==> src/rtl/sram_ctrl_pkg.sv <==
package sram_ctrl_pkg;

   typedef enum logic [2:0] {
      ST_IDLE,
      ST_RD_SETUP,
      ST_RD_WAIT,
      ST_RD_CAPTURE,
      ST_WR_SETUP,
      ST_WR_PULSE,
      ST_WR_RELEASE,
      ST_TURN
   } sram_state_e;

   // Registered pin image: strobes are active low.
   typedef struct packed {
      logic cs_n;
      logic wr_n;
      logic rd_n;
      logic dq_oe;
      logic done;
   } pin_ctl_t;

   localparam pin_ctl_t PINS_QUIET = '{cs_n: 1'b1, wr_n: 1'b1, rd_n: 1'b1, dq_oe: 1'b0, done: 1'b0};

   // Whole clocks covering a time, never below one.
   function automatic int cycles_for(input int t_ps, input int clk_ps);
      int c;
      c = (t_ps + clk_ps - 1) / clk_ps;
      return (c < 1) ? 1 : c;
   endfunction

   function automatic int max3(input int a, input int b, input int c);
      int m;
      m = (a > b) ? a : b;
      m = (m > c) ? m : c;
      return (m < 1) ? 1 : m;
   endfunction

   function automatic pin_ctl_t pins_for_state(input sram_state_e s);
      pin_ctl_t p;
      p = PINS_QUIET;
      case (s)
         ST_RD_SETUP:   p.cs_n = 1'b0;
         ST_RD_WAIT:    begin p.cs_n = 1'b0; p.rd_n = 1'b0; end
         ST_RD_CAPTURE: p.done = 1'b1;
         ST_WR_SETUP:   begin p.cs_n = 1'b0; p.dq_oe = 1'b1; end
         ST_WR_PULSE:   begin p.cs_n = 1'b0; p.wr_n = 1'b0; p.dq_oe = 1'b1; end
         ST_WR_RELEASE: begin p.cs_n = 1'b0; p.dq_oe = 1'b1; p.done = 1'b1; end
         default:       p = PINS_QUIET;
      endcase
      return p;
   endfunction

endpackage

==> src/rtl/sram_phase_timer.sv <==
module sram_phase_timer #(
   parameter int MAX_CNT = 2,
   parameter int CW      = $clog2(MAX_CNT + 1)
) (
   input  logic          clk,
   input  logic          rst_n,
   input  logic          load,
   input  logic [CW-1:0] load_val,
   output logic          expired
);

   generate
      if (MAX_CNT < 1) begin : g_bad_cnt
         $error("sram_phase_timer: MAX_CNT must be at least 1");
      end

      if (MAX_CNT == 1) begin : g_single
         // Every timed phase is one cycle: no counter needed.
         logic unused_timer;
         assign unused_timer = ^{clk, rst_n, load, load_val};
         assign expired = 1'b1;
      end else begin : g_count
         logic [CW-1:0] cnt_q;
         always_ff @(posedge clk or negedge rst_n) begin
            if (!rst_n)
               cnt_q <= '0;
            else if (load)
               cnt_q <= load_val - CW'(1);
            else if (cnt_q != '0)
               cnt_q <= cnt_q - CW'(1);
         end
         assign expired = (cnt_q == '0);
      end
   endgenerate

endmodule

==> src/rtl/sram_ctrl_fsm.sv <==
module sram_ctrl_fsm
   import sram_ctrl_pkg::*;
#(
   parameter int RD_WAIT_CYC  = 2,
   parameter int WR_PULSE_CYC = 2,
   parameter int TURN_CYC     = 1
) (
   input  logic        clk,
   input  logic        rst_n,
   input  logic        req_valid,
   input  logic        req_write,
   output sram_state_e state_q,
   output sram_state_e state_d,
   output logic        accept,
   output logic        capture
);

   localparam int MAX_CNT = max3(RD_WAIT_CYC, WR_PULSE_CYC, TURN_CYC);
   localparam int CW      = $clog2(MAX_CNT + 1);

   logic          timer_load;
   logic [CW-1:0] timer_val;
   logic          expired;
   logic          last_rd_q;

   sram_phase_timer #(.MAX_CNT(MAX_CNT), .CW(CW)) i_timer (
      .clk      (clk),
      .rst_n    (rst_n),
      .load     (timer_load),
      .load_val (timer_val),
      .expired  (expired)
   );

   assign accept  = (state_q == ST_IDLE) && req_valid;
   assign capture = (state_q == ST_RD_WAIT) && expired;

   always_comb begin
      state_d = state_q;
      case (state_q)
         ST_IDLE: begin
            if (req_valid) begin
               if (!req_write)     state_d = ST_RD_SETUP;
               else if (last_rd_q) state_d = ST_TURN;
               else                state_d = ST_WR_SETUP;
            end
         end
         ST_TURN:       if (expired) state_d = ST_WR_SETUP;
         ST_RD_SETUP:   state_d = ST_RD_WAIT;
         ST_RD_WAIT:    if (expired) state_d = ST_RD_CAPTURE;
         ST_RD_CAPTURE: state_d = ST_IDLE;
         ST_WR_SETUP:   state_d = ST_WR_PULSE;
         ST_WR_PULSE:   if (expired) state_d = ST_WR_RELEASE;
         ST_WR_RELEASE: state_d = ST_IDLE;
         default:       state_d = ST_IDLE;
      endcase
   end

   always_comb begin
      timer_load = 1'b0;
      timer_val  = CW'(1);
      if (state_d != state_q) begin
         case (state_d)
            ST_RD_WAIT:  begin timer_load = 1'b1; timer_val = CW'(RD_WAIT_CYC);  end
            ST_WR_PULSE: begin timer_load = 1'b1; timer_val = CW'(WR_PULSE_CYC); end
            ST_TURN:     begin timer_load = 1'b1; timer_val = CW'(TURN_CYC);     end
            default:     timer_load = 1'b0;
         endcase
      end
   end

   always_ff @(posedge clk or negedge rst_n) begin
      if (!rst_n) begin
         state_q   <= ST_IDLE;
         last_rd_q <= 1'b0;
      end else begin
         state_q <= state_d;
         if (state_q == ST_RD_CAPTURE)
            last_rd_q <= 1'b1;
         else if (state_q == ST_WR_RELEASE)
            last_rd_q <= 1'b0;
      end
   end

endmodule

==> src/rtl/sram_pin_stage.sv <==
module sram_pin_stage
   import sram_ctrl_pkg::*;
#(
   parameter int ADDR_W = 17,
   parameter int DATA_W = 8
) (
   input  logic              clk,
   input  logic              rst_n,
   input  sram_state_e       state_d,
   input  logic              accept,
   input  logic              capture,
   input  logic [ADDR_W-1:0] req_addr,
   input  logic [DATA_W-1:0] req_wdata,
   input  logic [DATA_W-1:0] sram_dq_in,
   output logic [ADDR_W-1:0] sram_addr,
   output logic              sram_cs_n,
   output logic              sram_wr_n,
   output logic              sram_rd_n,
   output logic [DATA_W-1:0] sram_dq_out,
   output logic              sram_dq_oe,
   output logic              rsp_done,
   output logic [DATA_W-1:0] rsp_rdata
);

   pin_ctl_t          ctl_q;
   logic [ADDR_W-1:0] addr_q;
   logic [DATA_W-1:0] wdata_q;
   logic [DATA_W-1:0] rdata_q;

   // Pins follow the state being entered, so they change on the same edge.
   always_ff @(posedge clk or negedge rst_n) begin
      if (!rst_n)
         ctl_q <= PINS_QUIET;
      else
         ctl_q <= pins_for_state(state_d);
   end

   always_ff @(posedge clk or negedge rst_n) begin
      if (!rst_n) begin
         addr_q  <= '0;
         wdata_q <= '0;
      end else if (accept) begin
         addr_q  <= req_addr;
         wdata_q <= req_wdata;
      end
   end

   always_ff @(posedge clk or negedge rst_n) begin
      if (!rst_n)
         rdata_q <= '0;
      else if (capture)
         rdata_q <= sram_dq_in;
   end

   assign sram_addr   = addr_q;
   assign sram_cs_n   = ctl_q.cs_n;
   assign sram_wr_n   = ctl_q.wr_n;
   assign sram_rd_n   = ctl_q.rd_n;
   assign sram_dq_oe  = ctl_q.dq_oe;
   assign sram_dq_out = wdata_q;
   assign rsp_done    = ctl_q.done;
   assign rsp_rdata   = rdata_q;

endmodule

==> src/rtl/sram_async_ctrl.sv <==
module sram_async_ctrl
   import sram_ctrl_pkg::*;
#(
   parameter int ADDR_W          = 17,
   parameter int DATA_W          = 8,
   parameter int CLK_PERIOD_PS   = 4000,
   parameter int T_ACCESS_PS     = 8000,
   parameter int T_WR_PULSE_PS   = 5500,
   parameter int T_WR_SETUP_PS   = 4000,
   parameter int T_WR_CYCLE_PS   = 8000,
   parameter int T_BUS_RELEASE_PS = 3500
) (
   input  logic              clk,
   input  logic              rst_n,
   input  logic              req_valid,
   input  logic              req_write,
   input  logic [ADDR_W-1:0] req_addr,
   input  logic [DATA_W-1:0] req_wdata,
   output logic              req_ready,
   output logic              rsp_done,
   output logic [DATA_W-1:0] rsp_rdata,
   output logic [ADDR_W-1:0] sram_addr,
   output logic              sram_cs_n,
   output logic              sram_wr_n,
   output logic              sram_rd_n,
   output logic [DATA_W-1:0] sram_dq_out,
   output logic              sram_dq_oe,
   input  logic [DATA_W-1:0] sram_dq_in
);

   localparam int RD_WAIT_CYC  = cycles_for(T_ACCESS_PS, CLK_PERIOD_PS);
   localparam int TURN_CYC     = cycles_for(T_BUS_RELEASE_PS, CLK_PERIOD_PS);
   // Data is driven one set-up cycle before the strobe; release adds one more.
   localparam int WR_PULSE_CYC = max3(cycles_for(T_WR_PULSE_PS, CLK_PERIOD_PS),
                                      cycles_for(T_WR_SETUP_PS, CLK_PERIOD_PS) - 1,
                                      cycles_for(T_WR_CYCLE_PS, CLK_PERIOD_PS) - 2);

   generate
      if (ADDR_W < 1 || DATA_W < 1) begin : g_bad_width
         $error("sram_async_ctrl: address and data widths must be positive");
      end
      if (CLK_PERIOD_PS < 1) begin : g_bad_clk
         $error("sram_async_ctrl: CLK_PERIOD_PS must be positive");
      end
      if ((WR_PULSE_CYC + 2) * CLK_PERIOD_PS < T_WR_CYCLE_PS) begin : g_bad_wcycle
         $error("sram_async_ctrl: store sequence shorter than the write cycle");
      end
      if ((RD_WAIT_CYC * CLK_PERIOD_PS) < T_ACCESS_PS) begin : g_bad_rwait
         $error("sram_async_ctrl: read wait shorter than access time");
      end
   endgenerate

   sram_state_e state_q;
   sram_state_e state_d;
   logic        accept;
   logic        capture;

   sram_ctrl_fsm #(
      .RD_WAIT_CYC  (RD_WAIT_CYC),
      .WR_PULSE_CYC (WR_PULSE_CYC),
      .TURN_CYC     (TURN_CYC)
   ) i_fsm (
      .clk       (clk),
      .rst_n     (rst_n),
      .req_valid (req_valid),
      .req_write (req_write),
      .state_q   (state_q),
      .state_d   (state_d),
      .accept    (accept),
      .capture   (capture)
   );

   sram_pin_stage #(.ADDR_W(ADDR_W), .DATA_W(DATA_W)) i_pins (
      .clk         (clk),
      .rst_n       (rst_n),
      .state_d     (state_d),
      .accept      (accept),
      .capture     (capture),
      .req_addr    (req_addr),
      .req_wdata   (req_wdata),
      .sram_dq_in  (sram_dq_in),
      .sram_addr   (sram_addr),
      .sram_cs_n   (sram_cs_n),
      .sram_wr_n   (sram_wr_n),
      .sram_rd_n   (sram_rd_n),
      .sram_dq_out (sram_dq_out),
      .sram_dq_oe  (sram_dq_oe),
      .rsp_done    (rsp_done),
      .rsp_rdata   (rsp_rdata)
   );

   assign req_ready = (state_q == ST_IDLE);

endmodule

==> config.mk <==
export PLATFORM = sky130hd
export DESIGN_NAME = sram_async_ctrl
export DESIGN_NICKNAME = d
export VERILOG_FILES = /design/src/rtl/sram_ctrl_pkg.sv /design/src/rtl/sram_phase_timer.sv /design/src/rtl/sram_ctrl_fsm.sv /design/src/rtl/sram_pin_stage.sv /design/src/rtl/sram_async_ctrl.sv
export SDC_FILE = /design/constraint.sdc
export NUM_CORES = 1
export LEC_CHECK = 0
export BUFFER_PORTS_ARGS = -buffer_cell sky130_fd_sc_hd__buf_2
export CAP_MARGIN = 5
export CORE_MARGIN = 8
export CORE_UTILIZATION = 47
export DETAILED_ROUTE_END_ITERATION = 8
export PLACE_DENSITY = 0.82
export SLEW_MARGIN = 20
export SYNTH_ARGS = -nofsm -noshare
export SYNTH_HDL_FRONTEND = slang
export SYNTH_SLANG_ARGS = --single-unit
==> constraint.sdc <==
create_clock -name clk -period 2.3 [get_ports clk]
set_input_delay 0.575 -clock clk [delete_from_list [all_inputs] [get_ports clk]]
set_output_delay 0.575 -clock clk [all_outputs]
set_load 0.02 [all_outputs]
* Word level (Yosys, flattened, before mapping) *
Cells that the tools add are included.

word-level totals
  register bits = 44
  output and inout bits = 39
  logic and storage cells = 61

operators by class
  $add $sub $neg = 2
  eq/ne operators = 15
  multiplexer cells = 20
  reduce and logical (&&, ||, !) cells = 13

operators with widths
  operator               count
  $eq A3 B3 Y1 const B   8
  $pmux W3 S7            1
  $mux W3                5
  $eq A3 B2 Y1 const B   4
  $mux W2                5
  $mux W1                9
  $eq A3 B1 Y1 const B   2
  $reduce_bool A2 Y1     3
  $reduce_or A2 Y1       3
  $reduce_or A3 Y1       2
  $reduce_or A5 Y1       1
  $sub A2 B1 Y2 const B  2
  $logic_not A3 Y1       1
  $ne A3 B3 Y1           1
  $logic_and A1 B1 Y1    2
  $logic_not A2 Y1       1

* Logic depth before layout (Yosys ltp) *
  depth after elaboration = 10
  gate-level depth with buffers = 7

* Cells and area by module *
From an unflattened synthesis, not the netlist that was laid out.

unflattened totals
  cells, all modules = 128
  area, all modules = 1951.9 µm²

by module, submodules not included
  module            instances  cells each  area an instance (µm²)  seq. area each (µm²)
  sram_pin_stage    1          86          1550.2                  954.7
  sram_ctrl_fsm     1          33          299.0                   100.1
  sram_phase_timer  1          8           92.6                    50.0
  sram_async_ctrl   1          1           10.0                    0.0

* Worst setup path after synthesis *
OpenSTA, ideal clock, no wires.

  path kind = reg-to-reg
  start = register i_fsm.state_q[2]
  end = register i_pins.addr_q[0] (netlist: i_pins.sram_addr[0])
  arrival = 1.964 ns
  path slack = 0.211 ns
  cell stages (with the launch flop) = 7
  clock period less this slack = 2.089 ns
  path through = dfrtp_1 > buf_2 > nor3_1 > and2_1 > buf_2 > buf_2 > mux2_2

between the ends
  cells in the longest elaborated chain, start to end = 2

ends and longest elaborated chain
  what                    RTL line               RTL
  start, declared         sram_ctrl_fsm.sv:12    output sram_state_e state_q,
  start signal, assigned  sram_ctrl_fsm.sv:76    state_q <= state_d;
  $logic_not A3 Y1        n/a
  net req_ready           sram_async_ctrl.sv:19  output logic req_ready,
  $logic_and A1 B1 Y1     sram_ctrl_fsm.sv:34    assign accept = (state_q == ST_IDLE) && req_valid;
  end signal, assigned    sram_pin_stage.sv:43   addr_q <= req_addr;
  end, declared           sram_pin_stage.sv:26   logic [ADDR_W-1:0] addr_q;

The timed path passes the listed nets, and every way through them passes these cells.
A chain may end at the register's enable or synchronous reset.

* Worst setup path after layout *
  start = register i_fsm.state_q[2]
  end = register i_fsm.i_timer.g_count.cnt_q[0]

between the ends
  cells in the longest elaborated chain, start to end = 9
  elaborated cells between the ends (all ways) = 27
  classes of those cells = add/sub (1); eq/ne (11); mux (10); reduce/logical (5)

ends and longest elaborated chain
  what                                                 RTL line                RTL
  $eq A3 B3 Y1 / $eq A3 B2 Y1 (equally long branches)  sram_ctrl_fsm.sv:39     case (state_q)
  $reduce_or A2 Y1 (no line)                           n/a
  $pmux W3 S7 (*)                                      sram_ctrl_fsm.sv:39
  net i_fsm.state_d[0]                                 sram_ctrl_fsm.sv:13     output sram_state_e state_d,
  $eq A3 B2 Y1 / $eq A3 B3 Y1 (equally long branches)  sram_ctrl_fsm.sv:62     case (state_d)
  $reduce_or A2 Y1 (no line)                           n/a
  $mux W2                                              sram_ctrl_fsm.sv:62
  $mux W2                                              sram_ctrl_fsm.sv:61     if (state_d != state_q) begin
  $sub A2 B1 Y2                                        sram_phase_timer.sv:28  cnt_q <= load_val - CW'(1);
  $mux W2                                              sram_phase_timer.sv:27  else if (load)
  end signal, assigned                                 sram_phase_timer.sv:28
  end signal, assigned                                 sram_phase_timer.sv:30  cnt_q <= cnt_q - CW'(1);
  end, declared                                        sram_phase_timer.sv:23  logic [CW-1:0] cnt_q;

The timed path passes the listed nets; every way through them passes the cells marked *.

==> metrics <==
ys flop type dfrtp_1; First-pass DRT Iterations 4; top cell type by total area after synthesis dfrtp_1; fillers 270; detailed-route DRC error count 0; sequential-to-total area share from yosys stat 62.2%; synthesized net count 164; flop2flop setup slack 300 ps; largest net degree at the start of global routing 33; core area 3660 um2; Post-Layout Cell Count 256; Clk pwr share 17.6%; Vias/cell 5.04; P_int 0.00234 W; FF-to-FF Start i_fsm.state_q[2]; CP endpoint kind flop; Final ANT Viol Nets 0; WL/cell 15.2 um; Final Critical Period 2000 ps; CTS tree done; dpl hpwl 3.02 mm; GR Util All Layers 12.9%; total CTS buffers 5; Register Area 1100 um2; startpoint types flop; maximum root-to-sink buffer count 2; Worst Skew 5.22 ps; I/O pins 76; Post-Syn Area 1780 um2; post-CTS resize count 0; number of synthesized flops with an enable pin 0; Final GP Congestion 0.742; Port Buf Inserts 75; Worst VDD drop 0.847 mV; Sw Share 38.5%; final setup violation count 0; WL final 3.88 mm; total power 0.00380 W; Slew Limit Headroom 54.6%; first-pass GRT wire length 6.45 mm; flops & latches, synth 44; Layout Area Growth over Synthesis 32.0%; Die H 77.5 um; final max-slew violation count 0; vias in the first global route 1344; sw power 0.00146 W; die area 6000 um2; # H-tree levels 2; Post-Place Setup Slack 172 ps; setup TNS 0 ps; cell count after synthesis 127; number of clock sinks 44; remaining global-route overflow 0; placed cell count 249; Iter 0 DRT Violations 44; postcts setup bufs 0; f_max 0.501 GHz; Final Cycle Share 86.8%; Comb pwr share 45.7%; Synth cell types 28; Final WS setup 304 ps; Worst-path clk slew 80 ps; critical path data required time 2490 ps; Arr. time, crit path 2180 ps; Syn. warnings 0; Hold WC Path Type input pin to async pin; vias 1291; async set-reset flop share out of synthesis 100%; worst-path fanout max 8; Reg power frac 36.7%; Multi-input gate area 617 um2; Finished Core Util 64.1%; RSZ-0062 raised after global routing no; top post-synthesis cells by count dfrtp_1, mux2_2, o21ai_0; Max-Cap Viols 0; Leak 1.13 nW; initial antenna violation count 0; most frequent cell after synthesis dfrtp_1; Worst-Margin Slew 681 ps; antenna cells 0; Area contributors post-synth dfrtp_1, mux2_2, dfstp_2; Final Hold Fails 0; floorplan row count 22; CTS hold repair buffers 0; Pwr per Cell Area 1620 nW/um2; worst r2r dst i_fsm.i_timer.g_count.cnt_q[0]; proportion of layout cells with a drive suffix above 1 61.5%; Initial Utilization 48.5%; Syn Area/Cell 14.0 um2; Reg2Reg Depth 6; Worst-Skew Late Latency 290 ps; top-area cell type share of the netlist area 57.7%; final net count 245; CTS Root Cell clkbuf_8; run status complete, no violations; critical path class flop to flop; DIE WIDTH 77.5 um
[cell usage in the layout (no fill, tap or decap)]
cell type	count
buf_2	75
dfrtp_1	41
mux2_2	33
o21ai_0	6
inv_1	5
clkbuf_8	5
buf_4	5
nand2_1	4
nor2_1	4
nor3_1	3
a21oi_1	3
dfstp_2	3
nand2b_1	2
nand3_1	2
bufinv_16	2
inv_2	1
nor2_2	1
nor2b_1	1
a32oi_1	1
a2bb2oi_2	1
mux2_4	1
a311oi_1	1
a221o_1	1
and2_1	1
a2111o_1	1
o31ai_1	1
o311ai_0	1
or4_1	1
o311ai_1	1
nor4_2	1
[registers in the layout (all words and copies together), names as in the netlist, 2 cells and up]
name                         count
i_pins.sram_dq_out               8
i_fsm.state_q                    3
i_pins.sram_addr                17
i_pins.rsp_rdata                 8
i_fsm.i_timer.g_count.cnt_q      2
[area by class of cell]
type / instances / area share (%)
sequential: 44 / 47.1
multi-input combinational: 71 / 26.3
timing repair buffer: 80 / 17.6
clock buffer: 5 / 2.93
clock inverter: 2 / 2.56
tap: 48 / 2.56
inverter: 6 / 0.960
[worst max-delay path by stage]
| stage | from | end | slack (ps) | depth (start not counted) |
|---|---|---|---|---|
| CTS | i_fsm.state_q[2] | i_fsm.i_timer.g_count.cnt_q[0] | 350 | 6 |
| floorplan | i_fsm.state_q[2] | i_pins.sram_addr[0] | 210 | 6 |
| detailed placement | req_valid | i_fsm.i_timer.g_count.cnt_q[0] | 170 | 7 |
| global placement | req_valid | i_fsm.i_timer.g_count.cnt_q[0] | 250 | 7 |
| global route | i_fsm.i_timer.g_count.cnt_q[1] | i_fsm.i_timer.g_count.cnt_q[0] | 160 | 6 |
| finish | i_fsm.state_q[2] | i_fsm.i_timer.g_count.cnt_q[0] | 300 | 6 |
[layer usage]
layer	up-vias	global-route usage, %	wire (um)
met5	-	0	0
met4	0	2.83	19
met3	2	8.41	527
met2	62	19.8	1720
met1	610	14.8	1620
li1	617	-	-
[cell families (layout without fill, tap and decap cells)]
family | count (synthesis) | after routing | share of synthesized area (%)
flip-flops | 44 | 44 | 62.2
multiplexers | 34 | 34 | 21.8
AND/OR/NAND/NOR | 20 | 20 | 5.99
AO/OA/AOI/OAI | 17 | 17 | 6.97
buffers and inverters | 12 | 93 | 3.10
[per-stage QoR]
stage,instance area (um2),hold WS [ps]
3_5_place_dp,2220,490
2_1_floorplan,1780,279
4_1_cts,2350,334
6_report,2350,320
3_3_place_gp,2220,483
5_1_grt,2350,378
[power by group through the flow]
stage	registers [W]	clock network [W]	logic, W
2_1_floorplan	0.00176	0	0.000822
3_5_place_dp	0.00140	0	0.00175
4_1_cts	0.00139	0.000686	0.00176
6_report	0.00139	0.000669	0.00174
3_3_place_gp	0.00139	0	0.00172
5_1_grt	0.00145	0.000711	0.00188
[worst max-delay path, stage by stage, from the launching register on]
cell and delay (ps):
dfrtp_1 530, inv_1 120, a32oi_1 240, a2bb2oi_2 250, inv_1 150, or4_1 520
o311ai_1 80
Note: power is estimated with default switching activity, not from simulation.
